[config.mk]
export PLATFORM = sky130hd
export DESIGN_NAME = layer_compositor
export DESIGN_NICKNAME = d
export VERILOG_FILES = /design/src/rtl/lcomp_pkg.sv /design/src/rtl/lcomp_regs.sv /design/src/rtl/lcomp_cover.sv /design/src/rtl/lcomp_pick.sv /design/src/rtl/lcomp_blend.sv /design/src/rtl/layer_compositor.sv
export SDC_FILE = /design/constraint.sdc
export NUM_CORES = 2
export LEC_CHECK = 0
export BUFFER_PORTS_ARGS = -buffer_cell sky130_fd_sc_hd__buf_2
export CORE_ASPECT_RATIO = 0.9
export CORE_MARGIN = 5
export CORE_UTILIZATION = 50
export CTS_CLUSTER_DIAMETER = 30
export DETAILED_ROUTE_END_ITERATION = 12
export GPL_TIMING_DRIVEN = 0
export PLACE_DENSITY = 0.66
export SETUP_SLACK_MARGIN = 0.02
export SYNTH_ARGS = -nofsm -noshare
export SYNTH_HDL_FRONTEND = slang
export SYNTH_SLANG_ARGS = --single-unit
export TNS_END_PERCENT = 5
[constraint.sdc]
create_clock -name clk -period 14.9 [get_ports clk]
set_clock_uncertainty 0.15 [all_clocks]
set_input_delay 2.235 -clock clk [delete_from_list [all_inputs] [get_ports clk]]
set_output_delay 2.235 -clock clk [all_outputs]
set_load 0.005 [all_outputs]
[src/rtl/lcomp_pkg.sv]
package lcomp_pkg;

   // Normalised 8x8 product: (x*y + 127) / 255
   function automatic logic [7:0] mul_norm(input logic [7:0] x, input logic [7:0] y);
      logic [16:0] s;
      s = 17'(x) * 17'(y) + 17'd127;
      return 8'(s / 17'd255);
   endfunction

   // One channel of foreground-over-background mixing
   function automatic logic [7:0] mix8(input logic [7:0] a, input logic [7:0] fg,
                                       input logic [7:0] bg);
      logic [16:0] s;
      s = 17'(a) * 17'(fg) + 17'(8'd255 - a) * 17'(bg) + 17'd127;
      return 8'(s / 17'd255);
   endfunction

endpackage

[src/rtl/lcomp_regs.sv]
module lcomp_regs #(
   parameter int NL = 4,
   parameter int CW = 12,
   parameter int PW = 2,
   parameter int AW = 5
) (
   input  logic          clk,
   input  logic          rst_n,
   input  logic          we,
   input  logic [AW-1:0] addr,
   input  logic [31:0]   wdata,
   output logic [CW-1:0] disp_w,
   output logic [CW-1:0] disp_h,
   output logic [23:0]   bg,
   output logic          quirk,
   output logic [CW-1:0] lx [NL],
   output logic [CW-1:0] ly [NL],
   output logic [CW-1:0] lw [NL],
   output logic [CW-1:0] lh [NL],
   output logic          en [NL],
   output logic          pipe [NL],
   output logic          gen [NL],
   output logic [7:0]    ga [NL],
   output logic [PW-1:0] pri [NL]
);
   wire unused_wbits = ^wdata;

   always_ff @(posedge clk or negedge rst_n) begin
      if (!rst_n) begin
         disp_w <= '0;
         disp_h <= '0;
         bg     <= '0;
         quirk  <= 1'b0;
      end else if (we) begin
         case (addr)
            AW'(0): begin
               disp_w <= wdata[CW-1:0];
               disp_h <= wdata[16 +: CW];
            end
            AW'(1): bg    <= wdata[23:0];
            AW'(2): quirk <= wdata[0];
            default: ;
         endcase
      end
   end

   for (genvar l = 0; l < NL; l++) begin : g_lay
      localparam logic [AW-1:0] BASE = AW'(4 * (l + 1));
      always_ff @(posedge clk or negedge rst_n) begin
         if (!rst_n) begin
            lx[l]   <= '0;
            ly[l]   <= '0;
            lw[l]   <= '0;
            lh[l]   <= '0;
            en[l]   <= 1'b0;
            pipe[l] <= 1'b0;
            gen[l]  <= 1'b0;
            ga[l]   <= '0;
            pri[l]  <= '0;
         end else if (we) begin
            if (addr == BASE) begin
               lw[l] <= wdata[CW-1:0];
               lh[l] <= wdata[16 +: CW];
            end
            if (addr == BASE + AW'(1)) begin
               lx[l] <= wdata[CW-1:0];
               ly[l] <= wdata[16 +: CW];
            end
            if (addr == BASE + AW'(2)) begin
               en[l]   <= wdata[0];
               pipe[l] <= wdata[1];
               gen[l]  <= wdata[2];
               ga[l]   <= wdata[15:8];
               pri[l]  <= wdata[16 +: PW];
            end
         end
      end
   end
endmodule

[src/rtl/lcomp_cover.sv]
module lcomp_cover
   import lcomp_pkg::*;
#(
   parameter int CW = 12
) (
   input  logic [CW-1:0] x,
   input  logic [CW-1:0] y,
   input  logic [CW-1:0] ox,
   input  logic [CW-1:0] oy,
   input  logic [CW-1:0] w,
   input  logic [CW-1:0] h,
   input  logic          en,
   input  logic [7:0]    pa,
   input  logic [7:0]    ga,
   input  logic          gen,
   output logic          hit,
   output logic [7:0]    eff_a
);
   logic [CW:0] x_end, y_end;

   assign x_end = {1'b0, ox} + {1'b0, w};
   assign y_end = {1'b0, oy} + {1'b0, h};
   assign hit   = en && (x >= ox) && ({1'b0, x} < x_end)
                     && (y >= oy) && ({1'b0, y} < y_end);
   assign eff_a = gen ? mul_norm(pa, ga) : pa;
endmodule

[src/rtl/lcomp_pick.sv]
module lcomp_pick #(
   parameter int NL  = 4,
   parameter int PW  = 2,
   parameter bit SEL = 1'b0,
   localparam int IW = (NL > 1) ? $clog2(NL) : 1
) (
   input  logic          clk,
   input  logic          rst_n,
   input  logic          hit [NL],
   input  logic          pipe [NL],
   input  logic [PW-1:0] pri [NL],
   output logic          win_vld,
   output logic [IW-1:0] win_idx,
   output logic [PW-1:0] win_pri
);
   always_comb begin
      win_vld = 1'b0;
      win_idx = '0;
      win_pri = '0;
      for (int i = 0; i < NL; i++) begin
         if (hit[i] && (pipe[i] == SEL) && (!win_vld || (pri[i] > win_pri))) begin
            win_vld = 1'b1;
            win_idx = IW'(i);
            win_pri = pri[i];
         end
      end
   end

   for (genvar i = 0; i < NL; i++) begin : g_chk

      win_pri_max_chk: assert property (@(posedge clk) disable iff (!rst_n)
         (hit[i] && (pipe[i] == SEL)) |-> (win_vld && (win_pri >= pri[i])));

      win_tie_low_chk: assert property (@(posedge clk) disable iff (!rst_n)
         (hit[i] && (pipe[i] == SEL) && (pri[i] == win_pri)) |-> (win_idx <= IW'(i)));
   end
endmodule

[src/rtl/lcomp_blend.sv]
module lcomp_blend
   import lcomp_pkg::*;
(
   input  logic        clk,
   input  logic        rst_n,
   input  logic        vld_i,
   input  logic [7:0]  a_i,
   input  logic [23:0] fg_i,
   input  logic [23:0] bg_i,
   output logic        vld_o,
   output logic [23:0] rgb_o
);
   logic [23:0] mix_c;

   for (genvar c = 0; c < 3; c++) begin : g_ch
      assign mix_c[8*c +: 8] = mix8(a_i, fg_i[8*c +: 8], bg_i[8*c +: 8]);
   end

   always_ff @(posedge clk or negedge rst_n) begin
      if (!rst_n) begin
         vld_o <= 1'b0;
         rgb_o <= '0;
      end else begin
         vld_o <= vld_i;
         rgb_o <= vld_i ? mix_c : rgb_o;
      end
   end


   blend_clear_chk: assert property (@(posedge clk) disable iff (!rst_n)
      (vld_i && (a_i == 8'd0)) |=> (rgb_o == $past(bg_i)));

   blend_solid_chk: assert property (@(posedge clk) disable iff (!rst_n)
      (vld_i && (a_i == 8'd255)) |=> (rgb_o == $past(fg_i)));
endmodule

[src/rtl/layer_compositor.sv]
module layer_compositor #(
   parameter int NUM_LAYERS = 4,
   parameter int COORD_W    = 12,
   parameter int PRIO_W     = 2,
   localparam int ADDR_W    = $clog2(4 * (NUM_LAYERS + 1))
) (
   input  logic                    clk,
   input  logic                    rst_n,
   input  logic                    cfg_we,
   input  logic [ADDR_W-1:0]       cfg_addr,
   input  logic [31:0]             cfg_wdata,
   input  logic                    in_valid,
   input  logic [COORD_W-1:0]      ras_x,
   input  logic [COORD_W-1:0]      ras_y,
   input  logic [32*NUM_LAYERS-1:0] lay_pix,
   output logic                    out_valid,
   output logic [23:0]             out_rgb
);
   localparam int NL = NUM_LAYERS;
   localparam int IW = (NL > 1) ? $clog2(NL) : 1;

   if (NL < 2 || NL > 8) begin : g_bad_nl
      $error("NUM_LAYERS must lie in 2..8");
   end
   if (COORD_W < 2 || COORD_W > 16) begin : g_bad_cw
      $error("COORD_W must lie in 2..16");
   end
   if (PRIO_W < 1 || PRIO_W > 8) begin : g_bad_pw
      $error("PRIO_W must lie in 1..8");
   end

   // configuration
   logic [COORD_W-1:0] disp_w, disp_h;
   logic [23:0]        bg;
   logic               quirk;
   logic [COORD_W-1:0] lx [NL], ly [NL], lw [NL], lh [NL];
   logic               en [NL], pipe [NL], gen [NL];
   logic [7:0]         ga [NL];
   logic [PRIO_W-1:0]  pri [NL];

   lcomp_regs #(.NL(NL), .CW(COORD_W), .PW(PRIO_W), .AW(ADDR_W)) u_regs (
      .clk(clk), .rst_n(rst_n), .we(cfg_we), .addr(cfg_addr), .wdata(cfg_wdata),
      .disp_w(disp_w), .disp_h(disp_h), .bg(bg), .quirk(quirk),
      .lx(lx), .ly(ly), .lw(lw), .lh(lh), .en(en), .pipe(pipe), .gen(gen),
      .ga(ga), .pri(pri)
   );

   // stage 1: coverage and effective alpha
   logic       hit_c [NL];
   logic [7:0] ea_c [NL];
   logic       in_disp;

   for (genvar l = 0; l < NL; l++) begin : g_cov
      lcomp_cover #(.CW(COORD_W)) u_cov (
         .x(ras_x), .y(ras_y), .ox(lx[l]), .oy(ly[l]), .w(lw[l]), .h(lh[l]),
         .en(en[l]), .pa(lay_pix[32*l+24 +: 8]), .ga(ga[l]), .gen(gen[l]),
         .hit(hit_c[l]), .eff_a(ea_c[l])
      );
   end

   assign in_disp = (ras_x < disp_w) && (ras_y < disp_h);

   logic        s1_vld;
   logic        s1_hit [NL];
   logic [7:0]  s1_a [NL];
   logic [23:0] s1_rgb [NL];

   always_ff @(posedge clk or negedge rst_n) begin
      if (!rst_n) begin
         s1_vld <= 1'b0;
         for (int l = 0; l < NL; l++) begin
            s1_hit[l] <= 1'b0;
            s1_a[l]   <= '0;
            s1_rgb[l] <= '0;
         end
      end else begin
         s1_vld <= in_valid;
         for (int l = 0; l < NL; l++) begin
            s1_hit[l] <= in_valid && in_disp && hit_c[l];
            s1_a[l]   <= ea_c[l];
            s1_rgb[l] <= lay_pix[32*l +: 24];
         end
      end
   end

   // stage 2: per-pipe priority pick
   logic              w_vld [2];
   logic [IW-1:0]     w_idx [2];
   logic [PRIO_W-1:0] w_pri [2];

   for (genvar p = 0; p < 2; p++) begin : g_pipe
      lcomp_pick #(.NL(NL), .PW(PRIO_W), .SEL(p[0])) u_pick (
         .clk(clk), .rst_n(rst_n), .hit(s1_hit), .pipe(pipe), .pri(pri),
         .win_vld(w_vld[p]), .win_idx(w_idx[p]), .win_pri(w_pri[p])
      );
   end

   logic [23:0] p0_rgb_c, p1_rgb_c;
   logic [7:0]  p1_a_c;
   logic        p0_drop;

   always_comb begin
      p0_drop  = quirk && (w_pri[0] == '0) && (s1_a[w_idx[0]] != 8'hFF);
      p0_rgb_c = (w_vld[0] && !p0_drop) ? s1_rgb[w_idx[0]] : bg;
      p1_rgb_c = w_vld[1] ? s1_rgb[w_idx[1]] : 24'h0;
      p1_a_c   = w_vld[1] ? s1_a[w_idx[1]] : 8'h00;
   end

   logic        s2_vld;
   logic [23:0] s2_p0, s2_p1;
   logic [7:0]  s2_a;

   always_ff @(posedge clk or negedge rst_n) begin
      if (!rst_n) begin
         s2_vld <= 1'b0;
         s2_p0  <= '0;
         s2_p1  <= '0;
         s2_a   <= '0;
      end else begin
         s2_vld <= s1_vld;
         s2_p0  <= p0_rgb_c;
         s2_p1  <= p1_rgb_c;
         s2_a   <= p1_a_c;
      end
   end

   // stage 3: pipe blend
   lcomp_blend u_blend (
      .clk(clk), .rst_n(rst_n), .vld_i(s2_vld), .a_i(s2_a),
      .fg_i(s2_p1), .bg_i(s2_p0), .vld_o(out_valid), .rgb_o(out_rgb)
   );

   logic [1:0] since_rst;
   always_ff @(posedge clk or negedge rst_n) begin
      if (!rst_n)                  since_rst <= '0;
      else if (since_rst != 2'd3)  since_rst <= since_rst + 2'd1;
   end


   out_latency_chk: assert property (@(posedge clk) disable iff (!rst_n)
      (since_rst == 2'd3) |-> (out_valid == $past(in_valid, 3)));
endmodule

==> run metrics <==
status complete, no violations; worst-path maximum fanout 10; first-pass GRT wire length just over 300000 µm; PostCTS Resize Cnt 0; area leader, netlist dfrtp_1; die area 0.139 mm²; I/O pin count 218; Root Buffer clkbuf_16; top cell type's share of synthesized area 0.194; RSZ-0062 raised after global routing false; Congestion Overflow GR 0; largest net degree at the start of global routing 125; Port-buffer cells 172; CP Data Arrival Time approximately 14 ns; Post-synth EDFFs 0; DR iter-0 viols 4309; Routed WL around 190000 µm; Max-slew headroom 0.0193; TritonCTS clock tree done; worst-case clock buffer depth 3; commonest cells in the netlist inv_1, nand2_1, ha_1, dfrtp_1, fa_1; Crit-path slowest cell clkbuf_1; Final Hold Fails 0; syn avg cell area 8.77 µm²; crit-path most repeated cell fa_1; Netlist cell types 146; layout cells sized above 1 0.118; Pre-antenna DRT Iters 6; fraction of registers with async set/reset 1.00; largest cells by area after synthesis dfrtp_1, fa_1, ha_1, mux2_2, inv_1; Final ANT Viol Nets 0; worst skew pair latency 0.75 ns; Placed Cells about 9400; GPL Wtd Cong 0.940; WL/cell just over 20 µm; row cnt 126; Die X 392 µm; most common cell in the synthesized netlist inv_1; Hold Buf Count CTS 0; synth warn 0; dpl ws 0.662 ns; postcts setup bufs 0; Final Slew Violations 0; number of nets in the layout 9104; Fmax achieved ~0.07 GHz; Seq/Total Area, Yosys 0.194; final setup vio count 0; crit end category flop; Starting Density 0.502; synthesized area approximately 0.066 mm²; die height 354 µm; slowest stage delay, CP 0.65 ns; total CTS buffers 110; Tightest Pin Transition 1.46 ns; final worst setup slack between 0.8 and 0.9 ns; initial antenna violation count 18; GRT Total Usage 0.276; Clock transition at path regs 0.05 ns; synthesized netlist cell count 7483; Via Count 57033; Worst EP required 15.33 ns; setup_tns 0 ns; Filler Cell Count 11746; Clock Sinks 508; #FFs+latches synth 508; Core Region 0.131 mm²; crit start category flop; Area Growth Syn to Fin 11.2%; H-tree depth 3; Syn Nets 8816; Top FF cell, synth dfrtp_1; DP Area 0.0688 mm²; Max-Cap Viols 0; crit path kind flop to flop; drt via density 5.94; Hold Crit Class flop to flop; final instance area 0.0730 mm²; vias in the first global route 55995; DRC 0; crit path time final roughly 14 ns; Final Cycle Share 0.940; non-filler cells, final between 9000 and 10000; HPWL after detailed placement 154000 µm
[cells in the final DEF (no fill, tap or decap), drive strengths merged, types with 59 or more instances in the layout]
cell type / instances
inv: 846
nand2: 681
ha: 652
dfrtp: 508
fa: 488
a21oi: 410
nor2: 376
o21ai: 373
clkbuf: 345
mux2: 301
buf: 228
nor2b: 224
and2: 220
xnor2: 201
nand2b: 185
nor3: 148
nand3: 121
a21o: 93
a31oi: 86
o211ai: 84
o22ai: 79
o21a: 77
xor2: 76
o21bai: 68
and3: 61
a211oi: 59
[cells by family after synthesis]
group / count (synthesis) / share of synthesized area
adder cells (fa/ha/maj): 1152 / 0.275
buffers and inverters: 1104 / 0.0641
AO/OA/AOI/OAI: 1739 / 0.182
AND/OR/NAND/NOR: 2347 / 0.187
XOR/XNOR: 279 / 0.0390
flip-flops: 508 / 0.194
multiplexers: 354 / 0.0599
[final timing paths]
path	startpoint	to	slack (ns)	cells after the start
setup / recovery	s2_a[4]	u_blend.rgb_o[8]	0.89	46
hold / removal	s1_vld	s2_vld	0.20	0
setup reg to reg	s2_a[4]	u_blend.rgb_o[8]	0.89	46
hold reg to reg	s1_vld	s2_vld	0.20	0
max in group asynchronous	rst_n	s2_a[1]	11.97	2
min in group asynchronous	rst_n	u_regs.lw[13]	1.41	1
[area by class of cell]
class / count / area [µm²] / area share
plain buffers: 273 / 1100 / 0.0151
clock buffers: 124 / 2900 / 0.0397
multi-input cells: 5871 / 48800 / 0.668
clock inverters: 84 / 1240 / 0.0170
inverters: 831 / 3120 / 0.0427
well taps: 1728 / 2160 / 0.0296
flip-flops and latches: 508 / 12700 / 0.174
diodes: 8 / 20.0 / 0.000274
repair buffers: 176 / 981 / 0.0134
[critical path, delay by kind of cell (launching register included)]
family	cells	cell delay (ns)
compound gates	13	4.17
simple gates	15	3.76
fa+ha+maj	8	3.29
buf+inv	8	1.69
flops	1	0.40
xor+xnor	2	0.38
[stage by stage]
step	util	hold slack, ns
final	0.558	0.200
after CTS	0.557	0.201
after floorplan	-	0.181
after global placement	0.525	0.184
after detailed placement	0.526	0.191
after global routing	0.558	0.205
[metal layers]
metal  share of wire  vias up  global-route usage
met4           0.031       10              0.0872
met3           0.086      346              0.0618
met1            0.45    27923               0.389
li1                -    26783                   -
met5         0.00036        -                   0
met2            0.43     1971               0.423
[sequential cells by signal (all words and copies together), names as in the netlist, 8 cells and up]
register	flops
u_regs.lw	48
s2_p1	24
u_regs.bg	24
u_regs.ga	32
s1_a	32
u_regs.disp_h	12
s2_p0	24
u_regs.pri	8
u_regs.ly	48
u_regs.lh	48
u_regs.disp_w	12
u_regs.lx	48
u_blend.rgb_o	24
s1_rgb	96
s2_a	8
Power is not shown: default switching activity piles up to over one toggle a cycle in this logic, so the estimate is an artifact.
